--- config.mk ---
export PLATFORM = sky130hd
export DESIGN_NAME = mpr_serial_rx
export DESIGN_NICKNAME = d
export VERILOG_FILES = /design/src/rtl/mpr_pkg.sv /design/src/rtl/mpr_tick_src.sv /design/src/rtl/mpr_rx_core.sv /design/src/rtl/mpr_rx_flags.sv /design/src/rtl/mpr_serial_rx.sv
export SDC_FILE = /design/constraint.sdc
export NUM_CORES = 1
export LEC_CHECK = 0
export BUFFER_PORTS_ARGS = -buffer_cell sky130_fd_sc_hd__buf_4
export CAP_MARGIN = 20
export CORE_ASPECT_RATIO = 1.25
export CORE_MARGIN = 3
export CORE_UTILIZATION = 56
export CTS_CLUSTER_SIZE = 40
export DETAILED_ROUTE_END_ITERATION = 12
export GPL_ROUTABILITY_DRIVEN = 1
export HOLD_SLACK_MARGIN = 0.15
export PLACE_DENSITY = 0.78
export SYNTH_ARGS = -nofsm -noshare
export SYNTH_HDL_FRONTEND = slang
export SYNTH_SLANG_ARGS = --single-unit
--- constraint.sdc ---
create_clock -name clk -period 2.7 [get_ports clk]
set_input_delay 0.81 -clock clk [delete_from_list [all_inputs] [get_ports clk]]
set_output_delay 0.81 -clock clk [all_outputs]
set_load 0.02 [all_outputs]
--- src/rtl/mpr_pkg.sv ---
package mpr_pkg;

    localparam int DATA_W   = 8;
    localparam int OVS      = 16;
    localparam int MID_TICK = OVS / 2;

    typedef enum logic [1:0] {
        RX_IDLE,
        RX_START,
        RX_BITS,
        RX_STOP
    } rx_state_e;

    typedef struct packed {
        logic [DATA_W-1:0] data;
        logic              mpb;
        logic              stop_ok;
    } rx_frame_t;

    typedef struct packed {
        logic rdrf;
        logic fer;
        logic orer;
        logic mpb;
    } rx_flags_t;

    function automatic logic sel_external(input logic [1:0] sel);
        return sel[1];
    endfunction

    function automatic logic sel_drives_pin(input logic [1:0] sel);
        return sel == 2'b01;
    endfunction

endpackage

--- src/rtl/mpr_tick_src.sv ---
module mpr_tick_src
    import mpr_pkg::*;
#(
    parameter int BAUD_DIV = 4
) (
    input  logic       clk,
    input  logic       rst,
    input  logic [1:0] clk_sel,
    input  logic       sck_in,
    output logic       tick,
    output logic       sck_out,
    output logic       sck_oe
);

    localparam int DIV_W = (BAUD_DIV > 1) ? $clog2(BAUD_DIV) : 1;
    localparam int HB_W  = $clog2(MID_TICK);

    logic [DIV_W-1:0] div_q;
    logic             tick_int;
    logic [2:0]       sck_sync;
    logic             tick_ext;
    logic [HB_W-1:0]  hb_q;
    logic             sck_q;

    // internal divider
    assign tick_int = (div_q == DIV_W'(BAUD_DIV - 1));

    always_ff @(posedge clk) begin
        if (rst || tick_int) begin
            div_q <= '0;
        end else begin
            div_q <= div_q + 1'b1;
        end
    end

    // external clock: two-flop synchronizer plus edge detector
    always_ff @(posedge clk) begin
        if (rst) begin
            sck_sync <= 3'b000;
        end else begin
            sck_sync <= {sck_sync[1:0], sck_in};
        end
    end

    assign tick_ext = sck_sync[1] & ~sck_sync[2];

    // bit-rate clock output: toggles every half bit of internal ticks
    always_ff @(posedge clk) begin
        if (rst || !sel_drives_pin(clk_sel)) begin
            hb_q  <= '0;
            sck_q <= 1'b0;
        end else if (tick_int) begin
            hb_q <= hb_q + 1'b1;
            if (hb_q == HB_W'(MID_TICK - 1)) begin
                sck_q <= ~sck_q;
            end
        end
    end

    assign tick    = sel_external(clk_sel) ? tick_ext : tick_int;
    assign sck_out = sck_q;
    assign sck_oe  = sel_drives_pin(clk_sel);

    AST_EXT_TICK_SINGLE: assert property (@(posedge clk) disable iff (rst)
        tick_ext |=> !tick_ext);

    AST_SCK_QUIET: assert property (@(posedge clk) disable iff (rst)
        !sel_drives_pin(clk_sel) |=> !sck_out);

endmodule

--- src/rtl/mpr_rx_core.sv ---
module mpr_rx_core
    import mpr_pkg::*;
(
    input  logic      clk,
    input  logic      rst,
    input  logic      enable,
    input  logic      tick,
    input  logic      rx,
    output logic      frame_done,
    output rx_frame_t frame
);

    localparam int CNT_W = $clog2(OVS);
    localparam int NBITS = DATA_W + 1;
    localparam int BIT_W = $clog2(NBITS);

    logic [1:0]       rx_sync;
    logic             rx_s;
    rx_state_e        st;
    logic [CNT_W-1:0] cnt;
    logic [BIT_W-1:0] bitn;
    logic [NBITS-1:0] shreg;
    logic             done_q;
    logic             stop_q;
    logic             line_hi;

    always_ff @(posedge clk) begin
        if (rst) begin
            rx_sync <= 2'b11;
        end else begin
            rx_sync <= {rx_sync[0], rx};
        end
    end

    assign rx_s = rx_sync[1];

    always_ff @(posedge clk) begin
        if (rst) begin
            st      <= RX_IDLE;
            cnt     <= '0;
            bitn    <= '0;
            shreg   <= '0;
            done_q  <= 1'b0;
            stop_q  <= 1'b0;
            line_hi <= 1'b0;
        end else begin
            done_q <= 1'b0;
            if (!enable) begin
                st  <= RX_IDLE;
                cnt <= '0;
            end else if (tick) begin
                unique case (st)
                    RX_IDLE: begin
                        if (rx_s) begin
                            line_hi <= 1'b1;
                        end else if (line_hi) begin
                            st  <= RX_START;
                            cnt <= CNT_W'(1);
                        end
                    end
                    RX_START: begin
                        if (cnt == CNT_W'(MID_TICK - 1)) begin
                            cnt <= '0;
                            if (rx_s) begin
                                st <= RX_IDLE;
                            end else begin
                                st   <= RX_BITS;
                                bitn <= '0;
                            end
                        end else begin
                            cnt <= cnt + 1'b1;
                        end
                    end
                    RX_BITS: begin
                        if (cnt == CNT_W'(OVS - 1)) begin
                            cnt   <= '0;
                            shreg <= {rx_s, shreg[NBITS-1:1]};
                            if (bitn == BIT_W'(NBITS - 1)) begin
                                st <= RX_STOP;
                            end else begin
                                bitn <= bitn + 1'b1;
                            end
                        end else begin
                            cnt <= cnt + 1'b1;
                        end
                    end
                    RX_STOP: begin
                        if (cnt == CNT_W'(OVS - 1)) begin
                            cnt     <= '0;
                            stop_q  <= rx_s;
                            done_q  <= 1'b1;
                            line_hi <= 1'b0;
                            st      <= RX_IDLE;
                        end else begin
                            cnt <= cnt + 1'b1;
                        end
                    end
                    default: st <= RX_IDLE;
                endcase
            end
        end
    end

    assign frame_done    = done_q;
    assign frame.data    = shreg[DATA_W-1:0];
    assign frame.mpb     = shreg[NBITS-1];
    assign frame.stop_ok = stop_q;

    AST_DONE_PULSE: assert property (@(posedge clk) disable iff (rst)
        frame_done |=> !frame_done);

    AST_FALSE_START: assert property (@(posedge clk) disable iff (rst)
        (enable && tick && st == RX_START && cnt == CNT_W'(MID_TICK - 1) && rx_s)
        |=> (st == RX_IDLE && !frame_done));

endmodule

--- src/rtl/mpr_rx_flags.sv ---
module mpr_rx_flags
    import mpr_pkg::*;
(
    input  logic              clk,
    input  logic              rst,
    input  logic              frame_done,
    input  rx_frame_t         frame,
    input  logic              filt_en,
    input  logic              arm_set,
    input  logic              clr_rdrf,
    input  logic              clr_fer,
    input  logic              clr_orer,
    output logic [DATA_W-1:0] rx_data,
    output rx_flags_t         flags,
    output logic              armed
);

    logic [DATA_W-1:0] data_q;
    logic rdrf_q, fer_q, orer_q, mpb_q, armed_q;
    logic filtering, drop, accept, disarm;

    assign filtering = filt_en && armed_q;
    assign drop      = frame_done && filtering && !frame.mpb;
    assign accept    = frame_done && !drop;
    assign disarm    = frame_done && filtering && frame.mpb;

    always_ff @(posedge clk) begin
        if (rst) begin
            data_q  <= '0;
            rdrf_q  <= 1'b0;
            fer_q   <= 1'b0;
            orer_q  <= 1'b0;
            mpb_q   <= 1'b0;
            armed_q <= 1'b0;
        end else begin
            if (disarm) begin
                armed_q <= 1'b0;
            end else if (arm_set) begin
                armed_q <= 1'b1;
            end

            if (accept) begin
                mpb_q <= frame.mpb;
            end

            if (accept && !frame.stop_ok) begin
                fer_q <= 1'b1;
            end else if (clr_fer) begin
                fer_q <= 1'b0;
            end

            if (accept && rdrf_q) begin
                orer_q <= 1'b1;
            end else if (clr_orer) begin
                orer_q <= 1'b0;
            end

            if (accept && !rdrf_q) begin
                data_q <= frame.data;
            end

            if (accept && !rdrf_q && frame.stop_ok) begin
                rdrf_q <= 1'b1;
            end else if (clr_rdrf) begin
                rdrf_q <= 1'b0;
            end
        end
    end

    assign rx_data    = data_q;
    assign flags.rdrf = rdrf_q;
    assign flags.fer  = fer_q;
    assign flags.orer = orer_q;
    assign flags.mpb  = mpb_q;
    assign armed      = armed_q;

    AST_DROP_SILENT: assert property (@(posedge clk) disable iff (rst)
        drop |=> (!$rose(rdrf_q) && !$rose(fer_q) && !$rose(orer_q)
                  && $stable(data_q)));

    AST_MPB_DISARM: assert property (@(posedge clk) disable iff (rst)
        (frame_done && filt_en && armed_q && frame.mpb) |=> (!armed_q && mpb_q));

    AST_OVR_HOLD: assert property (@(posedge clk) disable iff (rst)
        (accept && rdrf_q) |=> (orer_q && $stable(data_q)));

    AST_FER_NO_RDRF: assert property (@(posedge clk) disable iff (rst)
        (accept && !rdrf_q && !frame.stop_ok) |=> (fer_q && !rdrf_q));

endmodule

--- src/rtl/mpr_serial_rx.sv ---
module mpr_serial_rx
    import mpr_pkg::*;
#(
    parameter int BAUD_DIV = 4
) (
    input  logic              clk,
    input  logic              rst,
    input  logic              async_en,
    input  logic              mp_en,
    input  logic              arm_set,
    input  logic [1:0]        clk_sel,
    input  logic              rx_irq_en,
    input  logic              clr_rdrf,
    input  logic              clr_fer,
    input  logic              clr_orer,
    input  logic              rx,
    input  logic              sck_in,
    output logic              sck_out,
    output logic              sck_oe,
    output logic [DATA_W-1:0] rx_data,
    output logic              rdrf,
    output logic              fer,
    output logic              orer,
    output logic              mpb,
    output logic              armed,
    output logic              rxi_irq,
    output logic              eri_irq
);

    logic      tick;
    logic      frame_done;
    rx_frame_t frame;
    rx_flags_t flags;

    mpr_tick_src #(.BAUD_DIV(BAUD_DIV)) u_tick (
        .clk     (clk),
        .rst     (rst),
        .clk_sel (clk_sel),
        .sck_in  (sck_in),
        .tick    (tick),
        .sck_out (sck_out),
        .sck_oe  (sck_oe)
    );

    mpr_rx_core u_core (
        .clk        (clk),
        .rst        (rst),
        .enable     (async_en),
        .tick       (tick),
        .rx         (rx),
        .frame_done (frame_done),
        .frame      (frame)
    );

    mpr_rx_flags u_flags (
        .clk        (clk),
        .rst        (rst),
        .frame_done (frame_done),
        .frame      (frame),
        .filt_en    (mp_en && async_en),
        .arm_set    (arm_set),
        .clr_rdrf   (clr_rdrf),
        .clr_fer    (clr_fer),
        .clr_orer   (clr_orer),
        .rx_data    (rx_data),
        .flags      (flags),
        .armed      (armed)
    );

    assign rdrf    = flags.rdrf;
    assign fer     = flags.fer;
    assign orer    = flags.orer;
    assign mpb     = flags.mpb;
    assign rxi_irq = rx_irq_en && flags.rdrf;
    assign eri_irq = rx_irq_en && (flags.fer || flags.orer);

endmodule

# == Yosys cells after proc, flatten, opt, wreduce, memory -nomap -nowiden ==
# Cells that the tools add are included.
# classes
add_sub_neg,4
mul,0
div,0
order_cmp,0
eq_ne,18
shifts,0
muxes,29
bitwise_logic,6
reduce_logical,37
# ops
cell,n
$mux W4,8
$mux W2,7
$reduce_and A7 Y1,2
$logic_and A1 B1 Y1,12
$ne A2 B1 Y1 const B,6
$pmux W4 S3,1
$mux W1,10
$reduce_bool A2 Y1,5
$add A4 B1 Y4 const B,2
$eq A4 B4 Y1 const B,2
$pmux W2 S4,1
$pmux W4 S2,1
$reduce_and A4 Y1,2
$eq A2 B2 Y1 const B,3
$ne A2 B2 Y1 const B,3
$reduce_or A2 Y1,3
$logic_not A1 Y1,5
$not A1 Y1,5
$reduce_and A5 Y1,1
$eq A2 B1 Y1 const B,2
$eq A4 B3 Y1 const B,1
$reduce_or A4 Y1,1
$add A3 B1 Y3 const B,1
$eq A3 B3 Y1 const B,1
7 further kinds,9
# word_totals
regBits,46
latchBits,0
ram_bits,0
rom_bits,0
in_bits,13
output_inout_bits,17
word_cells,112
n_memories,0

# == Depth between registers and ports, before layout ==
# Gate-level depths: netlist of the first run.
# depth
ltp_word,9
mapped_depth,7
mapped_depth_nobuf,6

# == Modules after synthesis ==
# From an unflattened synthesis of the first run, not the netlist that was laid out.
# hier_totals
hier_cells,216
hier_area_um2,2105.8
# by_module_without_submodules
module,n_inst,cells_per_inst,area_each_um2,seq_area_each_um2
mpr_rx_core,1,120,1118.6,480.5
mpr_rx_flags,1,61,609.3,260.2
mpr_tick_src,1,32,357.8,180.2
mpr_serial_rx,1,3,20.0,0.0

# == Worst setup path after synthesis of the first run ==
# Ideal clock, no wire load.
# synth_path
path_type,input-to-output
start,input clk_sel[0]
end,output sck_oe
arrival_time_ns,1.169
t_required_ns,1.890
setup_slack_ns,0.721
path_stages,1
n_path_buf,0
cell_sequence,nor2b_1
# synth_via
elab_chain_cells,1
# synth_lines
element,line,text
start: declaration,mpr_serial_rx.sv:11,"input logic [1:0] clk_sel,"
$eq A2 B1 Y1,mpr_pkg.sv:32,return sel == 2'b01;
end: declaration,mpr_serial_rx.sv:19,"output logic sck_oe,"
# Every way passes these cells.

# == Worst setup path after layout of the first run ==
# layout_path
start,register u_core.st[0]
end,register u_core.cnt[3]
# layout_via
elab_chain_cells,3
elab_cells_between_ends,9
cone_classes,eq/ne (5); mux (1); reduce/logical (3)
# layout_lines
element,line,text
start: declaration,mpr_rx_core.sv:19,rx_state_e st;
start signal: assignment,mpr_rx_core.sv:39,st <= RX_IDLE;
start signal: assignment,mpr_rx_core.sv:49,st <= RX_IDLE;
start signal: assignment,mpr_rx_core.sv:57,st <= RX_START;
$eq A2 B2 Y1 / $logic_not A2 Y1 (equally long branches),mpr_rx_core.sv:52,unique case (st)
$reduce_or A2 Y1 (no source line) (tied with other cells),-,
$pmux W4 S3 / $reduce_and A3 Y1 (equally long branches),-,
end signal: assignment,mpr_rx_core.sv:71,cnt <= cnt + 1'b1;
end signal: assignment,mpr_rx_core.sv:84,cnt <= cnt + 1'b1;
end signal: assignment,mpr_rx_core.sv:95,cnt <= cnt + 1'b1;
end: declaration,mpr_rx_core.sv:20,logic [CNT_W-1:0] cnt;
# Several ways; a longest one is shown, not always the timed one.
# A chain may end at the register's enable or synchronous reset.

==> reports/metrics.yaml, run 1 <==
status:
  status: "complete, no violations"
worst_setup_path:
  cp_cell_sequence: "inv_1 > ha_1 > and4bb_1 > a211o_1 > or4b_1 > a31oi_1"
  slowest_delay_ns: 0.49
  cp-start-kind: "flip-flop"
  cp.required_ns: 2.93
  arrival_ns: 2.50
  cpMaxStageDelayCell: "or4b_1"
  worstSetupPathType: "reg2reg"
  worstSetupEndpointType: "flip-flop"
  crit_fanout: 15
pwr:
  p_total_mw: 1.35
  switchingPower_uw: 267
  switching_share_pct: 19.8
  power_frac_seq_pct: 51.2
  peakVddDrop_mv: 0.436
  internal_power_mw: 1.08
  cellPowerDensity_mw_per_mm2: 546
  power.leakage_nw: 1.08
  comb_power_share_pct: 3.8
  clkPwrFrac_pct: 44.9
cts:
  path_clk_slew_ns: 0.09
  cts_setup_buffers: 0
  hold_buffers: 0
  clock_latency_ns: 0.30
  clock_path_buffers: 2
  cts_tree: "built"
  cts.sinks: 46
  cts_root_buf: "clkbuf_8"
  cts_resized: 0
  cts_made_buffers: 5
  htreeDepth: 2
logic_synthesis:
  syn_area_per_cell_um2: 9.38
  synthesis.area_mm2: 0.00209
  syn_nets: 247
  postSynthCellCount: 223
  synth_edf_count: 0
  ys.flop_type: "dfxtp_1"
  synth-seq-cells: 46
  synth_warnings: 0
  async_flop_share_pct: 0
  ys_seq_area_share_pct: 44.0
  yosys.cell_types.count: 46
finish:
  fin_nets: 277
  multi_input_area_mm2: 0.00112
  antennaDiodeCount: 0
  area_delta_synth_final_pct: 18.3
  fill_cells: 300
  seq_area_um2: 921
  drive_gt1_share_pct: 17.7
  final_util_pct: 69.8
detailed_routing:
  via_per_inst: 5.59
  drtAntennaViolNets: 0
  vias: 1638
  first_pass_iters: 4
  avgRoutedWirePerCell_um: 13.3
  drt_iter0_markers: 91
  wl_um: 3900
  drcViolationCount: 0
worst_hold_path:
  min_path_type: "reg2reg"
timing:
  fin_crit_sh_pct: 84.1
  fin_skew_ns: 0.00363
  tightest_slew_ns: 0.592
  rsz0062_at_grt: "false"
  report.final.hold_viol_count: 0
  holdWs_ns: 0.426
  finalSetupTns_ns: 0
  setup_viol_count_final: 0
  layout_min_cycle_time_ns: 2.27
  slew_viol_final: 0
  fmax_mhz: 441
  slew_headroom_pct: 60.4
floorplanning:
  start_util_pct: 59.0
  dieArea_mm2: 0.00451
  die_x_um: 60.7
  placementRows: 24
  die-height_um: 74.3
  num_io_pins: 30
  core_area_mm2: 0.00354
grt:
  antenna_found_initial: 0
  grt_overflow_total: 0
  grt_max_degree: 39
  grt_pass1_vias: 1522
  grt_pass1_wl_um: 6600
  track_usage_pct: 19.3
placement:
  hpwlAfterDp_um: 2850
  port-buffer-count: 29
  gp_congestion: 0.820
flow_run:
  max-cap-violations: 0
[registers in the layout, summed over array words and instances, names as in the netlist, named ones only]
name               cells
u_flags.armed          1
u_tick.sck_sync        3
u_core.frame_done      1
u_core.rx_sync         2
u_tick.div_q           2
u_flags.fer_q          1
u_tick.sck_out         1
u_core.stop_q          1
u_flags.rdrf_q         1
u_core.line_hi         1
u_core.st              1
u_flags.mpb_q          1
u_flags.rx_data        8
u_core.cnt             4
u_tick.hb_q            3
u_flags.orer_q         1
u_core.bitn            4
u_core.shreg           9
[placed cells by master, fill, tap and decap left out, types with 3 or more instances in the layout]
master / n
a21oi_1: 13
buf_4: 30
clkbuf_8: 5
dfxtp_1: 46
ha_1: 11
inv_1: 6
mux2i_1: 20
nand2_1: 11
nand2b_1: 7
nand3_1: 7
nand4_1: 4
nor2_1: 31
nor2b_1: 9
nor3_1: 5
o41ai_1: 3
or2_2: 3
[final cells by class]
| class | instances | area share (%) |
|---|---|---|
| Timing Repair Buffer | 30 | 9.10 |
| Inverter | 6 | 0.910 |
| Sequential cell | 46 | 37.2 |
| Clock buffer | 5 | 2.78 |
| Clock inverter | 3 | 2.78 |
| Tap cell | 39 | 1.97 |
| Multi-Input combinational cell | 164 | 45.2 |
[cell families after synthesis]
kind of cell               synth area share, %
xor gates and xnor gates                 0.838
buffers and inverters                     2.45
AOI/OAI and AO/OA                         11.3
adders and majority gates                 6.58
DFF                                       44.0
muxes                                     10.1
and+or+nand+nor                           24.7
[metrics by stage]
| stage | std cells | area [um^2] | setup WS [ns] |
|---|---|---|---|
| floorplan | 223 | 2090 | 0.721 |
| global placement | 285 | 2340 | 0.530 |
| detailed placement | 285 | 2340 | 0.451 |
| CTS | 293 | 2470 | 0.432 |
| global route | 293 | 2470 | 0.323 |
| finish | 293 | 2470 | 0.430 |
[synth_stat cells, types with 3 or more instances]
master,count,area [um^2]
inv_1,6,22.5
mux2i_1,20,200
nand2b_1,7,43.8
dfxtp_1,46,921
nand3_1,7,35.0
nor3_1,5,25.0
or2_2,3,18.8
a21oi_1,13,65.1
ha_1,11,138
clkbuf_1,5,18.8
nor2_1,31,116
nand4_1,4,25.0
o41ai_1,3,26.3
nand2_1,11,41.3
nor2b_1,9,56.3
[worst max-delay path: cells and delay by family, from the launching register on]
kind	cells	cell delay, ns
adders and majority gates	1	0.44
AOI/OAI and AO/OA	2	0.53
DFF	1	0.36
and+or+nand+nor	2	0.76
buffers and inverters	1	0.12
[layer usage]
metal	share of wire (%)	routed length, um	global-route usage, %	vias up
li1	-	-	-	851
met1	45	1760	23.2	757
met2	50	1960	32.0	26
met3	3.7	144	5.73	4
met4	1.0	39	7.47	0
met5	0	0	0	-
[path summary, 6_finish.rpt]
| path | startpoint | end | slack [ns] | cells past startpoint |
|---|---|---|---|---|
| worst max-delay path | u_core.st[0]$_SDFFE_PP0P_ | u_core.cnt[3]$_SDFFE_PP0P_ | 0.43 | 6 |
| worst min-delay path | u_core.rx_sync[0]$_SDFF_PP1_ | u_core.rx_sync[1]$_SDFF_PP1_ | 0.43 | 1 |
| worst max register to register | u_core.st[0]$_SDFFE_PP0P_ | u_core.cnt[3]$_SDFFE_PP0P_ | 0.43 | 6 |
| worst min register to register | u_core.rx_sync[0]$_SDFF_PP1_ | u_core.rx_sync[1]$_SDFF_PP1_ | 0.43 | 1 |
[power groups by stage]
stage	Clock (mW)	Combinational, mW	Sequential [mW]
after floorplan	0	0.0285	0.707
after global routing	0.643	0.0582	0.693
after detailed placement	0	0.0520	0.707
after global placement	0	0.0503	0.707
final	0.606	0.0518	0.691
after CTS	0.616	0.0523	0.691
Note: power is estimated with default switching activity, not from simulation.
==> run 2, diff against run 1 <==
Settings changed: ABC_AREA from default to 1.
Clock period 2.7 ns to 2.4 ns, I/O delays scaled along.
==> run 2 against run 1 <==
Compared with the run above: clock skew up 0.0039 ns; cell area down 1.6%; first-iteration DRC count up 11%; largest cell class unchanged; worst hold slack worse by 0.019 ns; highest routed layer unchanged; largest power group unchanged.
==> reports/metrics.yaml, run 2 <==
finish:
  multi_input_area_mm2: 0.00102  # -8.7%
  largest_register: "u_core.shreg"
  final_util_pct: 68.7  # -1.1 points
  layout_commonest_cell: "nor2_1"
  fin_nets: 332  # +20%
  drive_gt1_share_pct: 19.4  # +1.7 points
  antennaDiodeCount: 0  # unchanged
  area_delta_synth_final_pct: 15.8
  layout_common_cells: "nor2_1 (55), nand2_1 (47), dfxtp_1 (46)"
  fill_cells: 344  # +15%
  final_cells: 348  # +19%
  seq_area_um2: 921  # unchanged
  largest_register_ffs: 9  # unchanged
cts:
  clock_latency_ns: 0.30  # about the same
  htreeDepth: 2  # unchanged
  cts.sinks: 46  # unchanged
  cts_made_buffers: 5  # unchanged
  cts_resized: 0  # unchanged
  clock_path_buffers: 2  # unchanged
  hold_buffers: 0  # unchanged
  cts_setup_buffers: 0  # unchanged
  path_clk_slew_ns: 0.08  # about the same
  cts_root_buf: "clkbuf_8"
  cts_tree: "built"
detailed_routing:
  drcViolationCount: 0  # unchanged
  via_per_inst: 4.99  # -11%
  drt_iter0_markers: 101  # +11%
  wl_um: 3690  # -5.6%
  first_pass_iters: 4  # unchanged
  avgRoutedWirePerCell_um: 10.6  # -21%
  drtAntennaViolNets: 0  # unchanged
  vias: 1735  # +5.9%
timing:
  tightest_slew_ns: 0.532  # -0.0599 ns
  report.final.hold_viol_count: 0  # unchanged
  rsz0062_at_grt: "false"
  slew_viol_final: 0  # unchanged
  slew_headroom_pct: 64.5  # +4.1 points
  setup_viol_count_final: 0  # unchanged
  layout_min_cycle_time_ns: 1.85
  setup_ws_ns: 0.552  # +0.121 ns
  finalSetupTns_ns: 0  # unchanged
  fmax_mhz: 541
  fin_crit_sh_pct: 77.0
  fin_skew_ns: 0.00750  # +0.00388 ns
placement:
  place_inst: 340  # +19%
  gp_congestion: 0.840  # +2.5%
  hpwlAfterDp_um: 2800  # -1.8%
  port-buffer-count: 29  # unchanged
  place_ws_ns: 0.550  # +0.0986 ns
worst_setup_path:
  worstSetupEndpointType: "output port"
  crit_fanout: 3  # -12
  arrival_ns: 1.13  # -1.37 ns
  r2r_setup_slack_ns: 0.81  # +0.38 ns
  worstSetupPathType: "in2out"
  cp-start-kind: "primary input"
  cp.required_ns: 1.68  # -1.25 ns
pwr:
  comb_power_share_pct: 4.9  # +1.1 points
  clkPwrFrac_pct: 36.8  # -8.1 points
  switchingPower_uw: 297  # +11%
  power_frac_seq_pct: 58.4  # +7.2 points
  power.leakage_nw: 1.08  # about the same
  internal_power_mw: 1.03  # -4.5%
  switching_share_pct: 22.3  # +2.5 points
  peakVddDrop_mv: 0.316  # -27%
  cellPowerDensity_mw_per_mm2: 547  # +0.19%
  p_total_mw: 1.33  # -1.4%
logic_synthesis:
  synth_area_leaders: "dfxtp_1 (44%), nor2_1 (9.8%), nand2_1 (8.4%)"
  postSynthCellCount: 277  # +24%
  syn_nets: 301  # +22%
  synthesis.area_mm2: 0.00210  # +0.60%
  synth-seq-cells: 46  # unchanged
  yosysMostFrequentCell: "nor2_1"
  yosys.cell_types.count: 32  # -30%
  synth.cells.most_frequent: "nor2_1 (55), nand2_1 (47), dfxtp_1 (46), inv_1 (31), o21ai_0 (15)"
  synth_edf_count: 0  # unchanged
  async_flop_share_pct: 0  # unchanged
  synth_warnings: 0  # unchanged
  yosys.area.top_type_share_pct: 43.8  # -0.26 points
  yosysTopAreaCell: "dfxtp_1"
  ys_seq_area_share_pct: 43.8  # -0.26 points
  ys.flop_type: "dfxtp_1"
  syn_area_per_cell_um2: 7.59  # -19%
flow_run:
  max-cap-violations: 0  # unchanged
grt:
  grt_pass1_wl_um: 6530  # -0.94%
  grt_overflow_total: 0  # unchanged
  track_usage_pct: 18.8  # -0.50 points
  antenna_found_initial: 0  # unchanged
  grt_max_degree: 22  # -44%
  grt_pass1_vias: 1658  # +8.9%
floorplanning:
  start_util_pct: 59.4  # +0.35 points
  die_x_um: 60.8  # +0.27%
  die-height_um: 74.5  # +0.28%
  placementRows: 24  # unchanged
  num_io_pins: 30  # unchanged
  core_area_mm2: 0.00354  # unchanged
  dieArea_mm2: 0.00453  # +0.55%
worst_hold_path:
  min_path_type: "reg2reg"
status:
  status: "complete, no violations"
[run 2: changes by cell type after synthesis, moves of 5 or more]
cell	before	now
clkbuf_1	5	0
inv_1	6	31
mux2i_1	20	0
nor2_1	31	55
o21ai_1	0	7
nand2b_1	7	0
nor2b_1	9	0
o21ai_0	1	15
nand3_1	7	13
nand2_1	11	47
[run 2: cell families (layout without fill, tap and decap cells)]
kind of cell,count (synthesis),in the layout,synth area share [%]
XOR/XNOR,4,4,1.67
adder cells (fa/ha/maj),11,11,6.54
buffers and inverters,39,71,7.67
AND/OR/NAND/NOR,136,136,29.3
flip-flops,46,46,43.8
AO/OA/AOI/OAI,41,41,11.1
[run 2: power groups by stage]
stage                     Clock (mW)  Sequential, mW  Combinational, mW
final                          0.489           0.777             0.0648
after global routing           0.537           0.779             0.0730
after CTS                      0.507           0.777             0.0656
after detailed placement           0           0.795             0.0656
after global placement             0           0.795             0.0641
after floorplan                    0           0.795             0.0398
[run 2: critical path, cell delays in order]
cell	delay [ns]
buf_4	0.12
nor2_1	0.13
buf_4	0.16
[run 2: path summary, 6_finish.rpt]
kind	start	end	depth (start not counted)
worst min-delay path	u_tick.sck_sync[0]$_SDFF_PP0_	u_tick.sck_sync[1]$_SDFF_PP0_	2
worst max register to register	u_core.st[0]$_SDFFE_PP0P_	u_core.bitn[2]$_SDFFE_PP0P_	8
worst min register to register	u_tick.sck_sync[0]$_SDFF_PP0_	u_tick.sck_sync[1]$_SDFF_PP0_	2
worst max-delay path	clk_sel[1]	sck_oe	3
[run 2: layout make-up]
cell class,instances,area share [%]
clock buffer,6,3.39
clock inverter,2,0.514
inverter,33,5.09
multi-input combinational,192,41.9
sequential,46,37.8
tap,39,2.00
timing repair buffer,30,9.25
[run 2: metrics by stage]
step	hold WS, ns	area, um^2
global placement	0.393	2340
global route	0.422	2430
finish	0.407	2430
floorplan	0.388	2100
detailed placement	0.393	2340
CTS	0.407	2430
[run 2: metal layers]
layer / routed length (um) / track usage (%) / part of all wire, % / vias up
met5: 0 / 0 / 0 / -
met4: 79 / 10.6 / 2.1 / 0
met3: 157 / 3.65 / 4.3 / 8
met2: 1860 / 33.1 / 50 / 31
met1: 1590 / 20.6 / 43 / 758
li1: - / - / - / 938
==> run 3, diff against run 2 <==
Settings changed: ABC_AREA 1 to 0, CORE_UTILIZATION 56 to 50, PLACE_DENSITY 0.78 to 0.74.
Clock period 2.4 ns to 1.5 ns, I/O delays scaled along.
==> run 3 against run 2 <==
Compared with the run above: final cell count is 0.29% lower; first-iteration DRC count is 4.0% lower; clock skew about the same; sequential power up 61%; largest cell class unchanged; flip-flop and latch count stayed put; utilization rose by 6.4 points; global-route usage increased by 1.7 points; the flow now finishes with violations (setup timing); die area is 10% higher; non-clock buffer count grew 39; clock power grew 93%.
==> reports/metrics.yaml, run 3 (synthesis gave the netlist of run 1 again) <==
cts:
  cts.sinks: 46  # unchanged
  cts_tree: "built"
  clock_path_buffers: 2  # unchanged
  htreeDepth: 2  # unchanged
  hold_buffers: 0  # unchanged
  cts_root_buf: "clkbuf_8"
  cts_made_buffers: 5  # unchanged
  path_clk_slew_ns: 0.09  # about the same
  clock_latency_ns: 0.30  # about the same
grt:
  grt_overflow_total: 0  # unchanged
  grt_pass1_vias: 1843  # +11%
  track_usage_pct: 20.5  # +1.7 points
  grt_max_degree: 28  # +27%
  antenna_found_initial: 0  # unchanged
  grt_pass1_wl_um: 8250  # +26%
finish:
  final_cells: 347  # -0.29%
  drive_gt1_share_pct: 37.5  # +18 points
  antennaDiodeCount: 0  # unchanged
  design_area_mm2: 0.00294  # +21%
  largest_register_ffs: 9  # unchanged
  layout_commonest_cell: "buf_4"
  layout_common_cells: "buf_4 (67), dfxtp_1 (41), nor2_1 (30)"
  area_delta_synth_final_pct: 40.4
  fin_nets: 316  # -4.8%
  fill_cells: 275  # -20%
  largest_register: "u_core.shreg"
timing:
  rsz0062_at_grt: "true"
  fmax_mhz: 563
  slew_viol_final: 0  # unchanged
  fin_crit_sh_pct: 118
  layout_min_cycle_time_ns: 1.78
  slew_headroom_pct: 75.8  # +11 points
  holdWs_ns: 0.333  # -0.0735 ns
  fin_skew_ns: 0.00765  # +0.000143 ns
  setup_ws_ns: -0.277  # -0.829 ns
  tightest_slew_ns: 0.358  # -0.173 ns
  report.final.hold_viol_count: 0  # unchanged
  setup_viol_count_final: 18  # +18
worst_setup_path:
  worstSetupPathType: "reg2reg"
  cp-start-kind: "flip-flop"
  cp_num_buf_inv: 1  # -1
  cp_top_family: "simple AND/OR/NAND/NOR gates"
  startpoint: "u_core.st[0]$_SDFFE_PP0P_"
  arrival_ns: 2.01  # +0.88 ns
  crit_fanout: 5  # +2
  cpMaxStageDelayCell: "or4b_1"
  cp_cell_sequence: "inv_4 > ha_4 > and4bb_1 > a211o_1 > or4b_1 > a31oi_1"
  worstSetupEndpointType: "flip-flop"
  r2r_start: "u_core.st[0]$_SDFFE_PP0P_"
  slowest_delay_ns: 0.47  # +0.31 ns
  cp.required_ns: 1.73  # +0.05 ns
detailed_routing:
  routedLengthMet1_um: 2090  # +32%
  avgRoutedWirePerCell_um: 13.7  # +29%
  wl_met3_um: 166  # +5.7%
  wl_um: 4750  # +29%
  met2_length_um: 2400  # +29%
  drt_iter0_markers: 97  # -4.0%
  first_pass_iters: 4  # unchanged
  vias: 1850  # +6.6%
  via_per_inst: 5.33  # +6.9%
  highest_layer: "met4"
  drtAntennaViolNets: 0  # unchanged
  drcViolationCount: 0  # unchanged
pwr:
  clkPwrFrac_pct: 40.9  # +4.1 points
  power_frac_seq_pct: 54.0  # -4.4 points
  power.leakage_nw: 1.29  # +19%
  peakVddDrop_mv: 0.673  # +110%
  switchingPower_uw: 511  # +72%
  cellPowerDensity_mw_per_mm2: 786  # +44%
  switching_share_pct: 22.1  # -0.17 points
  comb_power_share_pct: 5.0  # about the same
  internal_power_mw: 1.80  # +74%
flow_run:
  max-cap-violations: 0  # unchanged
floorplanning:
  placementRows: 25  # +4.2%
  start_util_pct: 53.5  # -5.9 points
  die-height_um: 78.3  # +5.1%
  die_x_um: 63.8  # +5.0%
  dieArea_mm2: 0.00500  # +10%
  core_area_mm2: 0.00391  # +10%
  num_io_pins: 30  # unchanged
placement:
  gp_congestion: 0.876  # +4.3%
  hpwlAfterDp_um: 3250  # +16%
  port-buffer-count: 29  # unchanged
  dpl-instance-area_mm2: 0.00268  # +14%
  place_inst: 335  # -1.5%
status:
  violations: "setup timing"
  status: "finished, violations left"
worst_hold_path:
  min_path_type: "in2reg"
  worstHoldStart: "rx"
run 3: layout make-up:
class	instances	area [um^2]	share of cell area, %
Timing Repair Buffer	69	526	17.9
Tap cell	54	67.6	2.30
Clock buffer	5	68.8	2.34
Inverter	6	25.0	0.853
Sequential cell	46	930	31.7
Clock inverter	3	43.8	1.49
Multi-Input combinational cell	164	1270	43.4
run 3: path summary, 6_finish.rpt:
check / end / slack (ns) / cells after the start
min: u_core.rx_sync[0]$_SDFF_PP1_ / 0.33 / 2
max reg2reg: u_core.cnt[3]$_SDFFE_PP0P_ / -0.28 / 6
min reg2reg: u_core.rx_sync[1]$_SDFF_PP1_ / 0.41 / 1
max: u_core.cnt[3]$_SDFFE_PP0P_ / -0.28 / 6
run 3: routing by layer:
metal / global-route usage (%) / up-vias
li1: - / 931
met1: 25.7 / 877
met2: 34.2 / 33
met3: 3.72 / 9
met4: 8.64 / 0
met5: 0 / -
run 3: worst register-to-register path: cells and delay by family, from the launching register on:
family / cells / cell delay, ns
AO/OA/AOI/OAI: 2 / 0.45
AND/OR/NAND/NOR: 2 / 0.69
adder cells (fa/ha/maj): 1 / 0.14
flip-flops: 1 / 0.38
buffers and inverters: 1 / 0.06
run 3: power by group through the flow:
stage          Sequential, mW  Combinational [mW]  Clock [mW]
2_1_floorplan            1.27              0.0559           0
4_1_cts                  1.25               0.112       0.953
3_5_place_dp             1.27               0.109           0
6_report                 1.25               0.116       0.944
5_1_grt                  1.25               0.128        1.02
3_3_place_gp             1.27               0.106           0
run 3: stage by stage:
step / setup WS (ns) / total power [mW] / utilization, % / TNS (ns)
after detailed placement: -0.242 / 1.38 / 68.5 / -2.53
after CTS: -0.245 / 2.31 / 73.2 / -1.73
after global placement: -0.201 / 1.38 / 68.5 / -2.16
after global routing: -0.362 / 2.39 / 75.1 / -3.49
after floorplan: -0.226 / 1.33 / - / -0.609
final: -0.277 / 2.31 / 75.1 / -1.60
run 3: what timing repair did:
action                                 in CTS  in global routing
pin swaps                                   2                  5
setup endpoints to repair                  19                 22
cloned                                      1                  0
resized for setup                          11                 14
endpoints found under the hold margin       0                  0
setup buffers                               3                  1
